==> src/rtl/pgw_pkg.sv <==
package pgw_pkg;

  typedef enum logic [1:0] {
    CM_IDLE = 2'd0,
    CM_SCAN = 2'd1,
    CM_TAIL = 2'd2
  } cm_state_e;

  function automatic int max_i(int a, int b);
    return (a > b) ? a : b;
  endfunction

endpackage

==> src/rtl/pgw_addr_ptr.sv <==
module pgw_addr_ptr #(
  parameter int ADDR_W = 15,
  parameter int OFF_W  = 6
) (
  input  logic              clk_i,
  input  logic              rst_ni,
  input  logic              load_i,
  input  logic [ADDR_W-1:0] addr_i,
  input  logic              step_i,
  input  logic              busy_i,
  output logic [ADDR_W-1:0] ptr_o
);
  localparam int PAGE_W = ADDR_W - OFF_W;

  logic [PAGE_W-1:0] page_q;
  logic [OFF_W-1:0]  off_q;

  always_ff @(posedge clk_i or negedge rst_ni) begin
    if (!rst_ni) begin
      page_q <= '0;
      off_q  <= '0;
    end else if (load_i) begin
      page_q <= addr_i[ADDR_W-1:OFF_W];
      off_q  <= addr_i[OFF_W-1:0];
    end else if (step_i) begin
      off_q  <= off_q + 1'b1;  // wraps inside the page
    end
  end

  assign ptr_o = {page_q, off_q};

  p_page_fixed_r2: assert property (@(posedge clk_i) disable iff (!rst_ni)
    step_i && !load_i |=> (page_q == $past(page_q)) && (off_q == $past(off_q) + 1'b1));

  p_ptr_frozen_r8: assert property (@(posedge clk_i) disable iff (!rst_ni)
    busy_i |=> $stable(ptr_o));

endmodule

==> src/rtl/pgw_page_buf.sv <==
module pgw_page_buf #(
  parameter int PAGE_BYTES = 64,
  parameter int DATA_W     = 8,
  parameter int OFF_W      = $clog2(PAGE_BYTES)
) (
  input  logic                  clk_i,
  input  logic                  rst_ni,
  input  logic                  clear_i,
  input  logic                  wr_i,
  input  logic [OFF_W-1:0]      wr_off_i,
  input  logic [DATA_W-1:0]     wr_data_i,
  input  logic [OFF_W-1:0]      rd_off_i,
  output logic [DATA_W-1:0]     rd_data_o,
  output logic [PAGE_BYTES-1:0] mask_o
);
  logic [DATA_W-1:0] lane_data [PAGE_BYTES];

  for (genvar g = 0; g < PAGE_BYTES; g++) begin : g_lane
    logic [DATA_W-1:0] byte_q;
    logic              vld_q;
    logic              hit;

    assign hit = wr_i && (wr_off_i == OFF_W'(g));

    always_ff @(posedge clk_i or negedge rst_ni) begin
      if (!rst_ni) begin
        byte_q <= '0;
        vld_q  <= 1'b0;
      end else begin
        if (hit) byte_q <= wr_data_i;
        if (clear_i)  vld_q <= 1'b0;
        else if (hit) vld_q <= 1'b1;
      end
    end

    assign lane_data[g] = byte_q;
    assign mask_o[g]    = vld_q;
  end

  assign rd_data_o = lane_data[rd_off_i];

  p_clear_empties_r11: assert property (@(posedge clk_i) disable iff (!rst_ni)
    clear_i |=> (mask_o == '0));

  p_byte_marked_r4: assert property (@(posedge clk_i) disable iff (!rst_ni)
    wr_i && !clear_i |=> mask_o[$past(wr_off_i)]);

endmodule

==> src/rtl/pgw_commit_seq.sv <==
module pgw_commit_seq
  import pgw_pkg::*;
#(
  parameter int PAGE_BYTES    = 64,
  parameter int COMMIT_CYCLES = 250000,
  parameter int OFF_W         = $clog2(PAGE_BYTES)
) (
  input  logic                  clk_i,
  input  logic                  rst_ni,
  input  logic                  start_i,
  input  logic [PAGE_BYTES-1:0] mask_i,
  output logic                  busy_o,
  output logic                  we_o,
  output logic [OFF_W-1:0]      off_o,
  output logic                  done_o
);
  // window never shorter than the scan of all offsets
  localparam int HOLD  = max_i(COMMIT_CYCLES, PAGE_BYTES);
  localparam int CNT_W = $clog2(HOLD + 1);

  cm_state_e         state_q;
  logic [CNT_W-1:0]  cnt_q;
  logic [OFF_W-1:0]  idx_q;
  logic              last_idx;
  logic              cnt_zero;

  assign last_idx = (idx_q == OFF_W'(PAGE_BYTES - 1));
  assign cnt_zero = (cnt_q == '0);

  always_ff @(posedge clk_i or negedge rst_ni) begin
    if (!rst_ni) begin
      state_q <= CM_IDLE;
      cnt_q   <= '0;
      idx_q   <= '0;
    end else begin
      unique case (state_q)
        CM_IDLE: begin
          if (start_i) begin
            state_q <= CM_SCAN;
            cnt_q   <= CNT_W'(HOLD - 1);
            idx_q   <= '0;
          end
        end
        CM_SCAN: begin
          cnt_q <= cnt_q - 1'b1;
          idx_q <= idx_q + 1'b1;
          if (cnt_zero)      state_q <= CM_IDLE;
          else if (last_idx) state_q <= CM_TAIL;
        end
        CM_TAIL: begin
          cnt_q <= cnt_q - 1'b1;
          if (cnt_zero) state_q <= CM_IDLE;
        end
        default: state_q <= CM_IDLE;
      endcase
    end
  end

  assign busy_o = (state_q != CM_IDLE);
  assign we_o   = (state_q == CM_SCAN) && mask_i[idx_q];
  assign off_o  = idx_q;
  assign done_o = busy_o && cnt_zero;

  p_start_busy_r6: assert property (@(posedge clk_i) disable iff (!rst_ni)
    start_i && !busy_o |=> busy_o);

  p_busy_held_r6: assert property (@(posedge clk_i) disable iff (!rst_ni)
    busy_o && !done_o |=> busy_o);

  p_done_ends_r6: assert property (@(posedge clk_i) disable iff (!rst_ni)
    done_o |=> !busy_o);

endmodule

==> src/rtl/page_write_buffer.sv <==
module page_write_buffer #(
  parameter int ADDR_W        = 15,
  parameter int PAGE_BYTES    = 64,
  parameter int DATA_W        = 8,
  parameter int COMMIT_CYCLES = 250000
) (
  input  logic              clk_i,
  input  logic              rst_ni,
  input  logic              wp_i,
  input  logic              addr_load_i,
  input  logic [ADDR_W-1:0] addr_i,
  input  logic              byte_vld_i,
  input  logic [DATA_W-1:0] byte_i,
  input  logic              stop_i,
  output logic              busy_o,
  output logic [ADDR_W-1:0] ptr_o,
  output logic              arr_we_o,
  output logic [ADDR_W-1:0] arr_addr_o,
  output logic [DATA_W-1:0] arr_data_o
);
  localparam int OFF_W = $clog2(PAGE_BYTES);

  logic                  busy;
  logic                  acc_load, acc_byte, acc_stop;
  logic                  has_data, go, drop, done, clr;
  logic [PAGE_BYTES-1:0] mask;
  logic [ADDR_W-1:0]     ptr;
  logic [OFF_W-1:0]      scan_off;
  logic [DATA_W-1:0]     rd_data;
  logic                  scan_we;

  // priority: load > byte > stop; all refused while committing
  assign acc_load = addr_load_i && !busy;
  assign acc_byte = byte_vld_i && !addr_load_i && !busy;
  assign acc_stop = stop_i && !byte_vld_i && !addr_load_i && !busy;

  assign has_data = |mask;
  assign go       = acc_stop && has_data && !wp_i;
  assign drop     = acc_stop && wp_i;
  assign clr      = acc_load || drop || done;

  pgw_addr_ptr #(
    .ADDR_W (ADDR_W),
    .OFF_W  (OFF_W)
  ) u_ptr (
    .clk_i  (clk_i),
    .rst_ni (rst_ni),
    .load_i (acc_load),
    .addr_i (addr_i),
    .step_i (acc_byte),
    .busy_i (busy),
    .ptr_o  (ptr)
  );

  pgw_page_buf #(
    .PAGE_BYTES (PAGE_BYTES),
    .DATA_W     (DATA_W),
    .OFF_W      (OFF_W)
  ) u_buf (
    .clk_i     (clk_i),
    .rst_ni    (rst_ni),
    .clear_i   (clr),
    .wr_i      (acc_byte),
    .wr_off_i  (ptr[OFF_W-1:0]),
    .wr_data_i (byte_i),
    .rd_off_i  (scan_off),
    .rd_data_o (rd_data),
    .mask_o    (mask)
  );

  pgw_commit_seq #(
    .PAGE_BYTES    (PAGE_BYTES),
    .COMMIT_CYCLES (COMMIT_CYCLES),
    .OFF_W         (OFF_W)
  ) u_seq (
    .clk_i   (clk_i),
    .rst_ni  (rst_ni),
    .start_i (go),
    .mask_i  (mask),
    .busy_o  (busy),
    .we_o    (scan_we),
    .off_o   (scan_off),
    .done_o  (done)
  );

  assign busy_o     = busy;
  assign ptr_o      = ptr;
  assign arr_we_o   = scan_we;
  assign arr_addr_o = {ptr[ADDR_W-1:OFF_W], scan_off};
  assign arr_data_o = rd_data;

  p_empty_stop_r5: assert property (@(posedge clk_i) disable iff (!rst_ni)
    acc_stop && !has_data |=> !busy_o);

  p_mask_empty_after_r5: assert property (@(posedge clk_i) disable iff (!rst_ni)
    $fell(busy_o) |-> (mask == '0));

  p_wp_blocks_r9: assert property (@(posedge clk_i) disable iff (!rst_ni)
    acc_stop && wp_i |=> !busy_o && (mask == '0));

  p_load_priority_r12: assert property (@(posedge clk_i) disable iff (!rst_ni)
    addr_load_i && !busy_o |=> ptr_o == $past(addr_i));

endmodule

==> config.mk <==
export PLATFORM = sky130hd
export DESIGN_NAME = page_write_buffer
export DESIGN_NICKNAME = d
export VERILOG_FILES = /design/src/rtl/pgw_pkg.sv /design/src/rtl/pgw_addr_ptr.sv /design/src/rtl/pgw_page_buf.sv /design/src/rtl/pgw_commit_seq.sv /design/src/rtl/page_write_buffer.sv
export SDC_FILE = /design/constraint.sdc
export NUM_CORES = 1
export LEC_CHECK = 0
export BUFFER_PORTS_ARGS = -buffer_cell sky130_fd_sc_hd__buf_4
export CORE_ASPECT_RATIO = 0.6
export CORE_MARGIN = 2
export CORE_UTILIZATION = 50
export DETAILED_ROUTE_END_ITERATION = 12
export PLACE_DENSITY_LB_ADDON = 0.08
export SETUP_SLACK_MARGIN = 0.15
export SLEW_MARGIN = 10
export SYNTH_ARGS = -nofsm -noshare
export SYNTH_HDL_FRONTEND = slang
export SYNTH_SLANG_ARGS = --single-unit
==> constraint.sdc <==
create_clock -name clk_i -period 4.5 [get_ports clk_i]
set_input_delay 1.125 -clock clk_i [delete_from_list [all_inputs] [get_ports clk_i]]
set_output_delay 1.125 -clock clk_i [all_outputs]
set_load 0.1 [all_outputs]
==> metrics.txt, run 1 <==
R2R depth=7; Max FO, Critical Path=8; P_sw=between 2 and 2.5 mW; final hold vios=0; final instance area=0.0327 mm^2; reg2reg setup slack=around 1 ns; Post-layout nets=2012; Die Height=189 um; CTS Buf Count=58; Crit Path Class=reg -> out; worst slack, placed=0.492 ns; crit path launch type=flop; Worst Max-Slew Pin Slew=1.13 ns; peak supply drop=~0.00033 V; Final min period=roughly 4.4 ns; final core utilization=58.3%; initial antenna violation count=1; Finish-stage setup viols=0; Post-DRT Antenna Nets=0; maximum capacitance violations=0; switching power share of the total=22.0%; DP Area=0.0301 mm^2; ys async rst share=100%; Syn Nets=1947; Seq/Total Area, Yosys=54.0%; largest net degree at the start of global routing=between 100 and 150; global-route wire length before repair=117000 um; Finished Layout Cells=roughly 2800; DRC viols=0; # H-tree levels=2; RSZ-0062 raised after global routing=true; die area=0.0592 mm^2; DRT Wirelength=approximately 77000 um; worst hold start=u_buf.g_lane[62].byte_q[3]; Synth Area per Inst=15.0 um^2; most frequent cells in the layout=dfrtp_1, mux2_2, mux4_2; Cell Count Post-Placement=between 2000 and 3000; Storage cell area=0.0155 mm^2; final slew viol count=0; clock network fraction of total power=46.8%; Multi-input gate area=0.0125 mm^2; min-delay worst type=reg -> reg; Unique masters post-synth=59; overall global routing resource usage=26.3%; Syn Std Cell Area=between 0.02 and 0.03 mm^2; CORE AREA=0.0562 mm^2; reg2reg start=u_seq.state_q[1]; Vias/cell=6.21; status=finished, final reports clean; PnR worst setup slack=0.139 ns; via count=between 15000 and 20000; worst skew pair latency=0.61 ns; leakage power=between 15 and 20 nW; I/O Pins=69; most common library cell in the layout ignoring fill and taps=dfrtp_1; fin crit share=96.9%; Hold EP=u_buf.g_lane[62].byte_q[3]; post-synthesis register bit count=just over 600; fmax=~230 MHz; DRT Pass-1 Iters=5; GP Congestion=about 0.83; Tot Pwr=11.2 mW; Setup TNS=0 ns; sequential power share=50.3%; main flop type after synthesis=dfrtp_1; FP Rows=67; Starting Density=50.9%; CTS tree=done; Worst-path clk slew=0.07 ns; fill cell count=approximately 4400; Req. time, crit path=about 3.4 ns; Ys Warns=0; hold buffers post-CTS=0; Hold Slack=0.484 ns; Post-DP HPWL=47900 um; Die Wd=313 um; worst reg2reg endpoint=u_buf.g_lane[9].byte_q[1]; CTS max path bufs=3; Synth Instances=1908; share of cells above drive strength 1=roughly 47%; EDFF count, synth=0; Syn-to-layout area delta=14.4%; GRT overflow=0; Worst setup EP type=primary output; Logic pwr share=slightly below 3%; IO Port Bufs=68; vias in the first global route=around 18000; Iter 0 DRT Violations=1503; Critical Path AT=3.24 ns; Routed WL per cell=27.6 um; Root Buffer=clkbuf_16; relative slew slack=24.2%; Fin Clk Skew=0.0182 ns; Hold Crit Depth=1; Pwr Density=~340 mW/mm^2; clock sink total=617; Pint=8.72 mW
==> synth_stat cells (all sizes together) (2+ instances only) <==
library cell  count  share of area (%)
nand2b            8               0.17
nor2b             9               0.20
and4              4               0.12
clkbuf           95                1.2
a32oi             3              0.092
o311a             3               0.10
mux2i            11               0.38
or3               6               0.17
ha               10               0.44
nand4b            2              0.061
nor2             59                1.2
nand4            16               0.35
mux4            171                 13
a2bb2oi           2              0.061
o211ai            7               0.18
a31oi             2              0.044
o311ai            2              0.061
or4               2              0.052
a22oi            15               0.39
dfrtp           617                 54
nand3            39               0.68
nor3b             2              0.052
o21ai             7               0.12
xnor2             3              0.092
a21boi           32               0.84
nor3             28               0.49
a21oi            13               0.23
nand2            42               0.55
a221oi            3              0.092
buf              54                1.1
inv              43               0.56
o22ai             4              0.087
mux2            524                 21
nor4             19               0.42
and3              7               0.15
o21a             32               0.84
==> cells by family (layout without fill, tap and decap cells) <==
| group | Yosys count | in the layout | share of synthesized area [%] |
|---|---|---|---|
| other | 0 | 1 | 0 |
| adders and majority gates | 10 | 10 | 0.437 |
| buffers and inverters | 192 | 307 | 2.87 |
| muxes | 706 | 706 | 34.5 |
| AOI/OAI and AO/OA | 131 | 131 | 3.33 |
| xor gates and xnor gates | 4 | 4 | 0.123 |
| DFF | 617 | 617 | 54.0 |
| and+or+nand+nor | 248 | 248 | 4.77 |
==> critical path, cell delays in order (launching register included) <==
cell,delay [ns]
dfrtp_4,0.49
buf_12,0.17
buf_12,0.14
buf_12,0.13
mux4_2,0.46
mux4_2,0.56
a22oi_2,0.32
nand2_2,0.14
buf_12,0.19
==> power groups by stage <==
stage / clock network (mW) / registers (mW) / logic (mW)
after global placement: 0 / 5.72 / 0.323
after detailed placement: 0 / 5.72 / 0.332
after global routing: 5.57 / 5.62 / 0.362
final: 5.24 / 5.62 / 0.326
after CTS: 5.32 / 5.62 / 0.333
after floorplan: 0 / 5.72 / 0.121
==> registers in the layout, indices dropped and copies added (netlist names) <==
signal	count
u_seq.cnt_q	18
u_buf.g_lane.vld_q	64
u_seq.off_o	6
u_buf.g_lane.byte_q	512
u_ptr.page_q	9
u_ptr.off_q	6
u_seq.state_q	2
==> routing by layer <==
layer	wire length, um	GRT usage [%]	vias up	share of wire (%)
li1	-	-	7289	-
met1	37400	42.0	9430	49
met2	33500	38.0	452	44
met3	4280	3.82	104	5.6
met4	1520	5.82	0	2.0
met5	0	0	-	0
==> final cells by class <==
type,instances,area share (%)
antenna,1,0.00765
tap,759,2.90
timing repair buffer,154,5.04
inverter,43,0.493
sequential,617,47.2
clock inverter,18,0.677
clock buffer,92,5.54
multi-input combinational,1099,38.1
==> how the worst max path moves through the flow <==
stage	startpoint	end	slack, ns
global route	u_seq.off_o[0]	arr_data_o[1]	0.09
CTS	u_seq.off_o[0]	arr_data_o[0]	0.11
finish	u_seq.off_o[0]	arr_data_o[1]	0.14
global placement	u_seq.off_o[0]	arr_data_o[7]	0.49
detailed placement	u_seq.off_o[0]	arr_data_o[0]	0.49
floorplan	u_seq.off_o[0]	arr_we_o	0.15
==> timing repair <==
item	4_1_cts	5_1_grt
buffers inserted	12	5
gates resized for setup	29	34
endpoints found under the setup margin	9	9
gates cloned	2	3
pin swaps	4	10
(Power assumes the default switching activity.)
==> inputs of run 2 (changes only) <==
Settings changed: CORE_UTILIZATION 50 to 41, CTS_BUF_LIST set to sky130_fd_sc_hd__clkbuf_4.
Clock period 4.5 ns to 4.1 ns, I/O delays scaled along.
==> run 2 against run 1 <==
  * The flow now finishes with violations (negative setup slack)
  * Critical path depth rose by 1
  * Flip-flop and latch count did not move
  * Register-to-register slack worse by 0.29 ns
  * Via count is 3.9% higher
  * Core utilization is 9.6 points lower
  * Sequential share of layout area fell by 0.89 points
  * Final cell count rose by 12%
  * Final area increased by 1.9%
  * Critical endpoint is now arr_data_o[5]
==> metrics.txt, run 2 (same netlist as run 1, synthesis figures left out) <==
reg2reg start=u_seq.cnt_q[0] (was u_seq.state_q[1]); CTS max path bufs=3 (unchanged); M1 WL=43500 um (was 37400 um); Worst setup EP type=primary output (unchanged); Routed WL per cell=27.1 um (was 27.6 um); status=finished with violations (was finished, final reports clean); largest net degree at the start of global routing=108 (was 104); Root Buffer=clkbuf_4 (was clkbuf_16); DRT Wirelength=84800 um (was 76700 um); I/O Pins=69 (unchanged); Post-DP HPWL=55100 um (was 47900 um); Critical Path AT=3.57 ns (was 3.24 ns); final core utilization=48.7% (was 58.3%); Cell Count Post-Placement=2846 (was 2650); vias in the first global route=18300 (was 17700); Final min period=4.59 ns; Worst-path clk slew=0.07 ns (about the same); number of flip-flops in the largest register=512 (unchanged); most common library cell in the layout ignoring fill and taps=dfrtp_1 (unchanged); switching power share of the total=24.2% (was 22.0%); Tot Pwr=11.7 mW (was 11.2 mW); DRT Pass-1 Iters=5 (unchanged); Starting Density=41.7% (was 50.9%); final slew viol count=0 (unchanged); CTS Buf Count=155 (was 58); RSZ-0062 raised after global routing=true (unchanged); reg2reg setup slack=0.74 ns (was 1.03 ns); IO Port Bufs=68 (unchanged); final hold vios=0 (unchanged); # H-tree levels=4 (was 2); relative slew slack=32.4% (was 24.2%); P_sw=2.85 mW (was 2.46 mW); worst slack, placed=0.121 ns (was 0.492 ns); maximum capacitance violations=0 (unchanged); Die Height=209 um (was 189 um); final instance area=0.0333 mm^2 (was 0.0327 mm^2); DRC viols=0 (unchanged); DP Area=0.0307 mm^2 (was 0.0301 mm^2); max layer used=met4 (unchanged); Vias/cell=5.74 (was 6.21); min-delay worst type=in -> async (was reg -> reg); global-route wire length before repair=127000 um (was 117000 um); GP Congestion=0.880 (was 0.834); Pwr Density=352 mW/mm^2 (was 342 mW/mm^2); leakage power=15.7 nW (was 15.4 nW); Iter 0 DRT Violations=1324 (was 1503); Fin Clk Skew=0.0758 ns (was 0.0182 ns); share of cells above drive strength 1=51.8% (was 47.4%); fill cell count=5977 (was 4449); die area=0.0720 mm^2 (was 0.0592 mm^2); Max FO, Critical Path=5 (was 8); CORE AREA=0.0685 mm^2 (was 0.0562 mm^2); met2 WL=33000 um (was 33500 um); overall global routing resource usage=24.2% (was 26.3%); failing checks=negative setup slack; Post-layout nets=2151 (was 2012); R2R depth=8 (was 7); crit path launch type=flop (unchanged); PnR worst setup slack=-0.492 ns (was 0.139 ns); worst skew pair latency=0.92 ns (was 0.61 ns); Pint=8.89 mW (was 8.72 mW); Top reg by flops=u_buf.g_lane.byte_q (unchanged); Largest regs=u_buf.g_lane.byte_q x512, u_buf.g_lane.vld_q x64, u_seq.cnt_q x18 (unchanged); most frequent cells in the layout=dfrtp_1, mux2_2, clkbuf_4 (was dfrtp_1, mux2_2, mux4_2); Req. time, crit path=3.07 ns (was 3.38 ns); GRT overflow=0 (unchanged); fmax=218 MHz; Logic pwr share=3.1% (was 2.9%); worst reg2reg endpoint=u_buf.g_lane[60].vld_q (was u_buf.g_lane[9].byte_q[1]); hold buffers post-CTS=0 (unchanged); Syn-to-layout area delta=16.6% (was 14.4%); Hold Slack=0.0973 ns (was 0.484 ns); sequential power share=52.5% (was 50.3%); clock network fraction of total power=44.4% (was 46.8%); initial antenna violation count=6 (was 1); via count=18000 (was 17300); CTS tree=done (unchanged); clock sink total=617 (unchanged); Finished Layout Cells=3129 (was 2783); Setup TNS=-3.88 ns (was 0 ns); Crit Path Class=reg -> out (unchanged); Worst Max-Slew Pin Slew=1.01 ns (was 1.13 ns); fin crit share=112%; FP Rows=74 (was 67); CP Launch Point=u_seq.off_o[0] (unchanged); Post-DRT Antenna Nets=0 (unchanged); Finish-stage setup viols=9 (was 0); Met3 Wirelength=7050 um (was 4280 um); Die Wd=345 um (was 313 um); peak supply drop=0.000220 V (was 0.000326 V)
[run 2: cell count changes in the layout (fill, tap and decap cells not counted), sizes merged]
cell	change
clkbuf	+127
buf	+46
clkinv	+18
inv	+5
bufinv	-2
bufbuf	-1
[run 2: what timing repair did]
action                     in CTS  in global routing
cloned                          2                  0
setup endpoints to repair       9                  9
setup buffers                  19                  0
gates resized for setup        87                 10
pin swaps                      16                  7
hold endpoints to repair        0                  0
[run 2: power by group through the flow]
stage	Clock, mW	Sequential, mW	Combinational, mW
final	5.21	6.16	0.365
after detailed placement	0	6.28	0.374
after CTS	5.38	6.16	0.376
after floorplan	0	6.28	0.133
after global routing	5.71	6.16	0.408
after global placement	0	6.28	0.367
[run 2: worst max path at each step]
stage	to	slack (ns)	depth (start not counted)
after global placement	arr_data_o[7]	0.14	7
after CTS	arr_data_o[6]	-0.55	9
after floorplan	arr_we_o	-0.1	9
after detailed placement	arr_data_o[7]	0.12	7
final	arr_data_o[5]	-0.49	9
after global routing	arr_data_o[1]	-0.58	9
[run 2: area by class of cell]
class                           count  area, um^2  share of cell area (%)
Inverter                           43         161                   0.484
Sequential cell                   617       15400                    46.3
Timing Repair Buffer              196        2110                    6.32
Clock inverter                     39         229                   0.687
Antenna cell                        1        2.50                 0.00751
Tap cell                          912        1140                    3.42
Multi-Input combinational cell   1099       12600                    37.7
Clock buffer                      222        1670                    5.00
[run 2: worst max-delay path, cell delays in order, from the launching register on]
cell and delay, ns:
dfrtp_4 0.49, buf_12 0.17, buf_12 0.14, buf_12 0.12, mux4_2 0.54, mux4_2 0.60
a22oi_2 0.21, buf_6 0.14, nand2_4 0.06, buf_12 0.17
[run 2: metal layers]
| layer | GRT usage, % | vias up |
|---|---|---|
| li1 | - | 7649 |
| met1 | 39.8 | 9658 |
| met2 | 30.2 | 544 |
| met3 | 8.12 | 102 |
| met4 | 5.00 | 0 |
| met5 | 0 | - |
